## src/rtl/uart_os_pkg.sv

```systemverilog
package uart_os_pkg;
  localparam int DATA_W     = 8;
  localparam int FRAME_BITS = DATA_W + 2;
  localparam int OS_NORM    = 16;
  localparam int OS_FAST    = 8;
  localparam int SUB_W      = $clog2(OS_NORM);
  localparam int IDX_W      = $clog2(FRAME_BITS);

  // strobes from control to datapath
  typedef struct packed {
    logic txLoad;
    logic txShift;
    logic rxShift;
    logic rxDone;
  } strobe_t;
endpackage

```

## src/rtl/uart_os_baud.sv

```systemverilog
module uart_os_baud #(
  parameter int DIV_W = 16
) (
  input  logic             clk,
  input  logic             rstN,
  input  logic             clr,
  input  logic [DIV_W-1:0] divisor,
  output logic             tick
);
  logic [DIV_W-1:0] cnt;
  logic [DIV_W-1:0] lim;

  assign lim  = (divisor == '0) ? '0 : divisor - DIV_W'(1);
  assign tick = !clr && (cnt >= lim);

  always_ff @(posedge clk or negedge rstN) begin
    if (!rstN)            cnt <= '0;
    else if (clr || tick) cnt <= '0;
    else                  cnt <= cnt + DIV_W'(1);
  end

  // after a clear, the counter restarts from zero
  a_r3_clear_restarts: assert property (@(posedge clk) disable iff (!rstN)
    clr |=> (cnt == '0));
endmodule

```

## src/rtl/uart_os_ctrl.sv

```systemverilog
module uart_os_ctrl
  import uart_os_pkg::*;
#(
  parameter int DIV_W = 16
) (
  input  logic             clk,
  input  logic             rstN,
  input  logic [DIV_W-1:0] cfgDivisor,
  input  logic             cfgTxEn,
  input  logic             cfgRxEn,
  input  logic             cfgHighSpeed,
  input  logic             txValid,
  output logic             txReady,
  input  logic             rxBit,
  output strobe_t          strb
);
  localparam logic [SUB_W-1:0] NORM_LAST = SUB_W'(OS_NORM - 1);
  localparam logic [SUB_W-1:0] FAST_LAST = SUB_W'(OS_FAST - 1);
  localparam logic [SUB_W-1:0] NORM_MID  = SUB_W'(OS_NORM / 2 - 1);
  localparam logic [SUB_W-1:0] FAST_MID  = SUB_W'(OS_FAST / 2 - 1);
  localparam logic [IDX_W-1:0] LAST_IDX  = IDX_W'(FRAME_BITS - 1);

  logic [SUB_W-1:0] subLast, subMid;
  assign subLast = cfgHighSpeed ? FAST_LAST : NORM_LAST;
  assign subMid  = cfgHighSpeed ? FAST_MID  : NORM_MID;

  // transmit sequencer
  logic             txBusy, txTick, txBitEnd;
  logic [SUB_W-1:0] txSub;
  logic [IDX_W-1:0] txBitIdx;

  uart_os_baud #(.DIV_W(DIV_W)) txBaud_i (
    .clk(clk), .rstN(rstN), .clr(!txBusy), .divisor(cfgDivisor), .tick(txTick)
  );

  assign txReady  = !txBusy && cfgTxEn;
  assign txBitEnd = txBusy && txTick && (txSub == subLast);

  always_ff @(posedge clk or negedge rstN) begin
    if (!rstN) begin
      txBusy   <= 1'b0;
      txSub    <= '0;
      txBitIdx <= '0;
    end else if (txValid && txReady) begin
      txBusy   <= 1'b1;
      txSub    <= '0;
      txBitIdx <= '0;
    end else if (txBusy && txTick) begin
      if (txSub == subLast) begin
        txSub <= '0;
        if (txBitIdx == LAST_IDX) txBusy <= 1'b0;
        else                      txBitIdx <= txBitIdx + IDX_W'(1);
      end else begin
        txSub <= txSub + SUB_W'(1);
      end
    end
  end

  // receive sequencer
  logic             rxBusy, rxTick, rxMid, rxPrev, rxStart;
  logic [SUB_W-1:0] rxSub;
  logic [IDX_W-1:0] rxBitIdx;

  uart_os_baud #(.DIV_W(DIV_W)) rxBaud_i (
    .clk(clk), .rstN(rstN), .clr(!rxBusy), .divisor(cfgDivisor), .tick(rxTick)
  );

  assign rxStart = !rxBusy && cfgRxEn && rxPrev && !rxBit;
  assign rxMid   = rxBusy && rxTick && (rxSub == subMid);

  always_ff @(posedge clk or negedge rstN) begin
    if (!rstN) begin
      rxPrev   <= 1'b1;
      rxBusy   <= 1'b0;
      rxSub    <= '0;
      rxBitIdx <= '0;
    end else begin
      rxPrev <= rxBit;
      if (rxStart) begin
        rxBusy   <= 1'b1;
        rxSub    <= '0;
        rxBitIdx <= '0;
      end else if (rxBusy && rxTick) begin
        if (rxMid && rxBitIdx == '0 && rxBit) begin
          rxBusy <= 1'b0;                    // false start
        end else if (rxMid && rxBitIdx == LAST_IDX) begin
          rxBusy <= 1'b0;                    // stop sampled, rearm
        end else if (rxSub == subLast) begin
          rxSub    <= '0;
          rxBitIdx <= rxBitIdx + IDX_W'(1);
        end else begin
          rxSub <= rxSub + SUB_W'(1);
        end
      end
    end
  end

  always_comb begin
    strb.txLoad  = txValid && txReady;
    strb.txShift = txBitEnd;
    strb.rxShift = rxMid && (rxBitIdx != '0) && (rxBitIdx != LAST_IDX);
    strb.rxDone  = rxMid && (rxBitIdx == LAST_IDX);
  end

  // a started frame is not cut short by the enable
  a_r5_frame_runs_on: assert property (@(posedge clk) disable iff (!rstN)
    (txBusy && txBitIdx != LAST_IDX) |=> txBusy);
  // after acceptance the handshake closes
  a_r4_ready_drops: assert property (@(posedge clk) disable iff (!rstN)
    strb.txLoad |=> !txReady);
  // a disabled idle receiver stays idle
  a_r8_rx_stays_idle: assert property (@(posedge clk) disable iff (!rstN)
    (!cfgRxEn && !rxBusy) |=> !rxBusy);
  // bit counters stay within the frame
  a_r6_idx_range: assert property (@(posedge clk) disable iff (!rstN)
    (rxBitIdx < IDX_W'(FRAME_BITS)) && (txBitIdx < IDX_W'(FRAME_BITS)));
endmodule

```

## src/rtl/uart_os_dpath.sv

```systemverilog
module uart_os_dpath
  import uart_os_pkg::*;
(
  input  logic              clk,
  input  logic              rstN,
  input  strobe_t           strb,
  input  logic [DATA_W-1:0] txData,
  output logic              txd,
  input  logic              rxd,
  output logic              rxBit,
  output logic [DATA_W-1:0] rxData,
  output logic              rxValid,
  output logic              rxFrameErr
);
  logic [FRAME_BITS-1:0] txSh;
  logic [DATA_W-1:0]     rxSh;
  logic                  rxMeta, rxSync;

  assign txd   = txSh[0];
  assign rxBit = rxSync;

  always_ff @(posedge clk or negedge rstN) begin
    if (!rstN)             txSh <= '1;
    else if (strb.txLoad)  txSh <= {1'b1, txData, 1'b0};
    else if (strb.txShift) txSh <= {1'b1, txSh[FRAME_BITS-1:1]};
  end

  always_ff @(posedge clk or negedge rstN) begin
    if (!rstN) begin
      rxMeta     <= 1'b1;
      rxSync     <= 1'b1;
      rxSh       <= '0;
      rxData     <= '0;
      rxValid    <= 1'b0;
      rxFrameErr <= 1'b0;
    end else begin
      rxMeta  <= rxd;
      rxSync  <= rxMeta;
      rxValid <= strb.rxDone;
      if (strb.rxShift) rxSh <= {rxSync, rxSh[DATA_W-1:1]};
      if (strb.rxDone) begin
        rxData     <= rxSh;
        rxFrameErr <= !rxSync;
      end
    end
  end

  // a load puts the start bit on the line
  a_r2_start_low: assert property (@(posedge clk) disable iff (!rstN)
    strb.txLoad |=> !txd);
  // the line only moves on a load or a bit boundary
  a_r2_line_holds: assert property (@(posedge clk) disable iff (!rstN)
    (!strb.txLoad && !strb.txShift) |=> $stable(txd));
  // the valid pulse lasts one cycle
  a_r6_valid_pulse: assert property (@(posedge clk) disable iff (!rstN)
    rxValid |=> !rxValid);
endmodule

```

## src/rtl/uart_os_top.sv

```systemverilog
module uart_os_top
  import uart_os_pkg::*;
#(
  parameter int DIV_W = 16
) (
  input  logic              clk,
  input  logic              rstN,
  input  logic [DIV_W-1:0]  cfgDivisor,
  input  logic              cfgTxEn,
  input  logic              cfgRxEn,
  input  logic              cfgHighSpeed,
  input  logic [DATA_W-1:0] txData,
  input  logic              txValid,
  output logic              txReady,
  output logic [DATA_W-1:0] rxData,
  output logic              rxValid,
  output logic              rxFrameErr,
  output logic              txd,
  input  logic              rxd
);
  strobe_t strb;
  logic    rxBit;

  uart_os_ctrl #(.DIV_W(DIV_W)) ctrl_i (
    .clk(clk), .rstN(rstN), .cfgDivisor(cfgDivisor), .cfgTxEn(cfgTxEn),
    .cfgRxEn(cfgRxEn), .cfgHighSpeed(cfgHighSpeed), .txValid(txValid),
    .txReady(txReady), .rxBit(rxBit), .strb(strb)
  );

  uart_os_dpath dpath_i (
    .clk(clk), .rstN(rstN), .strb(strb), .txData(txData), .txd(txd),
    .rxd(rxd), .rxBit(rxBit), .rxData(rxData), .rxValid(rxValid),
    .rxFrameErr(rxFrameErr)
  );
endmodule

```

## config.mk

```make
export PLATFORM = sky130hd
export DESIGN_NAME = uart_os_top
export DESIGN_NICKNAME = d
export VERILOG_FILES = /design/src/rtl/uart_os_pkg.sv /design/src/rtl/uart_os_baud.sv /design/src/rtl/uart_os_ctrl.sv /design/src/rtl/uart_os_dpath.sv /design/src/rtl/uart_os_top.sv
export SDC_FILE = /design/constraint.sdc
export NUM_CORES = 1
export LEC_CHECK = 0
export ABC_CLOCK_PERIOD_IN_PS = 6400
export CORE_UTILIZATION = 25
export CTS_CLUSTER_SIZE = 12
export DETAILED_ROUTE_END_ITERATION = 7
export PLACE_DENSITY = 0.49
export SLEW_MARGIN = 5
export SYNTH_ARGS = -nofsm -noshare
export SYNTH_HDL_FRONTEND = slang
export SYNTH_SLANG_ARGS = --single-unit
```

## constraint.sdc

```tcl
create_clock -name clk -period 6.4 [get_ports clk]
set_input_delay 1.92 -clock clk [delete_from_list [all_inputs] [get_ports clk]]
set_output_delay 1.92 -clock clk [all_outputs]
set_load 0.1 [all_outputs]
```

==> impl_metrics.env <==
export IMPL_outcome="completed"
export IMPL_grt_pass1_vias=3646
export IMPL_post_route_period_util_pct=92.8
export IMPL_synth_compound_area_share_pct=8.19
export IMPL_cts_max_path_buffers=2
export IMPL_required_ns=6.62
export IMPL_r2r_start="ctrl_i.rxBaud_i.cnt[0]$_DFF_PN0_"
export IMPL_num_vias=3593
export IMPL_final_layout_size_suffix_gt1_share_pct=11.0
export IMPL_path_buf_inv=1
export IMPL_reg2reg_slack_ns=3.53
export IMPL_vias_per_cell=4.68
export IMPL_ant_nets=0
export IMPL_leakage_nw=2.65
export IMPL_p_int_mw=1.00
export IMPL_synth_edff_count=0
export IMPL_switchingPower_mw=0.416
export IMPL_dr_pass1_iters=4
export IMPL_power_density_nw_per_um2=246
export IMPL_totalWireLength_microns=10600
export IMPL_critPathKind="input port to register"
export IMPL_synth_xor_area_share_pct=7.75
export IMPL_final_setup_tns_ns=0
export IMPL_syn_inst=484
export IMPL_crit_start="cfgDivisor[7]"
export IMPL_combPwrFrac_pct=18.1
export IMPL_drc=0
export IMPL_gp_congestion=0.864
export IMPL_synth_main_ff_cell="dfrtp_1"
export IMPL_crit_cells=14
export IMPL_fin_skew_ns=0.00623
export IMPL_yosysUniqueCellTypes=50
export IMPL_fillers=1933
export IMPL_grt_start_max_net_pins=81
export IMPL_fin_crit_ns=5.94
export IMPL_cts_hold_buf=0
export IMPL_synthArstFlopShare_pct=100
export IMPL_pin_count=43
export IMPL_cts_buffers=9
export IMPL_post_drt_wl_per_cell_microns=13.9
export IMPL_rsz0062_at_grt="no"
export IMPL_ys_warn_count=0
export IMPL_die_area_sq_um=19500
export IMPL_p_clk_share_pct=37.0
export IMPL_dieWidth_microns=140
export IMPL_slowest_stage="or4_4"
export IMPL_drt_iter0_markers=193
export IMPL_arrival_ns=6.16
export IMPL_r2r_cells=8
export IMPL_clk_transition_reported_paths_ns=0.06
export IMPL_antenna_found_initial=0
export IMPL_tightest_slew_ns=1.01
export IMPL_synth_top_family_by_area="simple AND/OR/NAND/NOR gates"
export IMPL_fp_row_count=50
export IMPL_htreeDepth=3
export IMPL_synth_nets=558
export IMPL_grt_pass1_wl_microns=17900
export IMPL_synth_seq_cells=80
export IMPL_path_cells="clkdlybuf4s50_1, or4_4, nor4_1, nand2b_1, or3_1, nor3b_1, a21oi_1, ha_1, and4_1, nand4_1, o31ai_1, nor3_1, nand3b_1, mux2_2"
export IMPL_gr_usage_all_layers_pct=11.5
export IMPL_clock_sinks=80
export IMPL_syn_to_final_growth_pct=21.2
export IMPL_start_util_pct=25.5
export IMPL_setup_viol=0
export IMPL_postCtsSetupBuffers=0
export IMPL_cp_start_kind="input port"
export IMPL_preCtsSetupSlack_ns=0.135
export IMPL_worstSkewPairLatency_ns=0.33
export IMPL_postCtsResizedCells=0
export IMPL_synth_seq_area_share_pct=42.5
export IMPL_critPathCapture="dpath_i.rxData[7]$_DFFE_PN0N_"
export IMPL_maxSlewViolCount=0
export IMPL_finalHoldViolCount=0
export IMPL_final_nets=603
export IMPL_p_seq_share_pct=44.9
export IMPL_vdd_ir_drop_max_uv=113
export IMPL_critPathTopFamily="simple AND/OR/NAND/NOR gates"
export IMPL_core_sq_um=18600
export IMPL_yosys_area_share_simple_pct=21.6
export IMPL_syn_area_sq_um=4750
export IMPL_synth_adder_area_share_pct=11.3
export IMPL_syn_avg_cell_area_sq_um=9.81
export IMPL_synthMuxAreaShare_pct=6.35
export IMPL_switching_share_pct=29.4
export IMPL_insertedDiodeCount=0
export IMPL_r2r_end="dpath_i.rxData[7]$_DFFE_PN0N_"
export IMPL_relSlewSlack_pct=32.6
export IMPL_p_total_mw=1.42
export IMPL_worst_slack_ns=0.459
export IMPL_grt_overflow=0
export IMPL_cpPeakStageDelay_ns=0.56
export IMPL_crit_fanout=10
export IMPL_die_h_microns=140
export IMPL_hpwlAfterDp_microns=7790
export IMPL_cts_tree="yes"
export IMPL_cp_end_kind="register"
export IMPL_clockRootBuffer="clkbuf_16"
export IMPL_fmax_mhz=168
export IMPL_io_buffers=42
export IMPL_drv_cap=0
export IMPL_holdCritPathClass="register to register"
==> metal layers <==
metal / vias up / GRT usage [%] / wire [microns]
met5: - / 0 / 0
met4: 0 / 3.47 / 97
met3: 6 / 2.75 / 354
met2: 45 / 18.8 / 5000
met1: 1749 / 15.0 / 5200
li1: 1793 / - / -
==> logic make-up (layout without fill, tap and decap cells) <==
group / count (synthesis) / count (layout)
buffers and inverters: 27 / 77
AOI/OAI and AO/OA: 55 / 55
muxes: 28 / 28
DFF: 80 / 80
adders and majority gates: 43 / 43
xor gates and xnor gates: 42 / 42
and+or+nand+nor: 209 / 209
==> final cells by class <==
type	count	area [sq um]	share of cell area, %
sequential	80	2020	35.0
multi-input combinational	377	2620	45.6
clock buffer	10	239	4.15
timing repair buffer	47	465	8.09
tap	234	293	5.09
inverter	14	52.6	0.913
clock inverter	6	67.6	1.17
==> layout by cell type, fill, tap and decap left out, types with 2 or more instances in the layout <==
cell type | synthesis | routed
a32oi_1 | 2 | 2
buf_4 | 1 | 6
and3_1 | 20 | 20
a31oi_1 | 4 | 4
nand4_1 | 8 | 8
o21ai_0 | 9 | 9
a211o_1 | 2 | 2
dfstp_2 | 12 | 12
clkdlybuf4s50_1 | 0 | 40
nor3b_1 | 2 | 2
inv_1 | 14 | 14
nand3_1 | 27 | 27
o211ai_1 | 11 | 11
o2bb2ai_1 | 2 | 2
nand2_1 | 61 | 61
ha_1 | 43 | 43
and2_1 | 3 | 3
clkbuf_16 | 0 | 9
xnor2_1 | 12 | 12
nor4_1 | 5 | 5
clkinvlp_4 | 0 | 2
mux2i_1 | 11 | 11
o21a_1 | 3 | 3
nor3_1 | 7 | 7
nor2_1 | 53 | 53
nand3b_1 | 2 | 2
mux2_2 | 17 | 17
a21oi_1 | 8 | 8
xor2_1 | 30 | 30
a31o_2 | 2 | 2
o31ai_1 | 2 | 2
nand2b_1 | 7 | 7
nor2b_1 | 3 | 3
and4_1 | 5 | 5
dfrtp_1 | 68 | 68
==> cells in the mapped netlist (all sizes together), types with 2 or more instances <==
cell	number	area share (%)
a211o	2	0.37
a21oi	8	0.84
a31o	2	0.37
a31oi	4	0.53
a32oi	2	0.37
and2	3	0.40
and3	20	2.6
and4	5	0.92
buf	4	0.47
clkbuf	9	0.71
dfrtp	68	36
dfstp	12	6.6
ha	43	11
inv	14	1.1
mux2	17	4.0
mux2i	11	2.3
nand2	61	4.8
nand2b	7	0.92
nand3	27	2.8
nand3b	2	0.32
nand4	8	1.1
nor2	53	4.2
nor2b	3	0.40
nor3	7	0.74
nor3b	2	0.32
nor4	6	1.1
o211ai	11	1.7
o21a	3	0.47
o21ai	9	0.95
o2bb2ai	2	0.37
o31ai	3	0.58
xnor2	12	2.2
xor2	30	5.5
==> stage by stage <==
| step | hold slack, ns | cell area [sq um] | instances | util [%] |
|---|---|---|---|---|
| CTS | 0.359 | 5760 | 768 | 30.9 |
| floorplan | 0.345 | 4750 | 484 | - |
| global route | 0.362 | 5760 | 768 | 30.9 |
| finish | 0.357 | 5760 | 768 | 30.9 |
| detailed placement | 0.349 | 5450 | 752 | 29.2 |
| global placement | 0.346 | 5450 | 752 | 29.2 |
==> power groups by stage <==
stage / logic (mW) / registers, mW / clock network, mW
2_1_floorplan: 0.181 / 0.623 / 0
3_3_place_gp: 0.250 / 0.646 / 0
3_5_place_dp: 0.256 / 0.646 / 0
4_1_cts: 0.261 / 0.638 / 0.545
5_1_grt: 0.297 / 0.647 / 0.565
6_report: 0.256 / 0.637 / 0.525
==> state kept, by name (all words and copies together) (netlist names), 4 cells and up <==
signal / flops
dpath_i.rxData: 8
ctrl_i.txBitIdx: 4
ctrl_i.txBaud_i.cnt: 16
ctrl_i.rxSub: 4
dpath_i.txSh: 9
ctrl_i.rxBitIdx: 4
ctrl_i.txSub: 4
dpath_i.rxSh: 8
ctrl_i.rxBaud_i.cnt: 16
==> worst min-delay path by stage <==
| stage | startpoint | to | cells past startpoint |
|---|---|---|---|
| floorplan | dpath_i.rxMeta$_DFF_PN1_ | dpath_i.rxBit$_DFF_PN1_ | 0 |
| global placement | dpath_i.rxMeta$_DFF_PN1_ | dpath_i.rxBit$_DFF_PN1_ | 0 |
| detailed placement | dpath_i.rxMeta$_DFF_PN1_ | dpath_i.rxBit$_DFF_PN1_ | 0 |
| CTS | dpath_i.rxMeta$_DFF_PN1_ | dpath_i.rxBit$_DFF_PN1_ | 0 |
| global route | dpath_i.rxMeta$_DFF_PN1_ | dpath_i.rxBit$_DFF_PN1_ | 0 |
| finish | dpath_i.rxMeta$_DFF_PN1_ | dpath_i.rxBit$_DFF_PN1_ | 0 |
==> worst reg2reg max path, stage by stage (launching register included) <==
cell	delay (ns)
dfrtp_1	0.41
inv_1	0.07
ha_1	0.27
nand2b_1	0.13
a2111oi_0	0.44
o31ai_1	0.18
nor3_1	0.39
nand3b_1	0.46
mux2_2	0.40
Power figures use the tool's default switching activity.
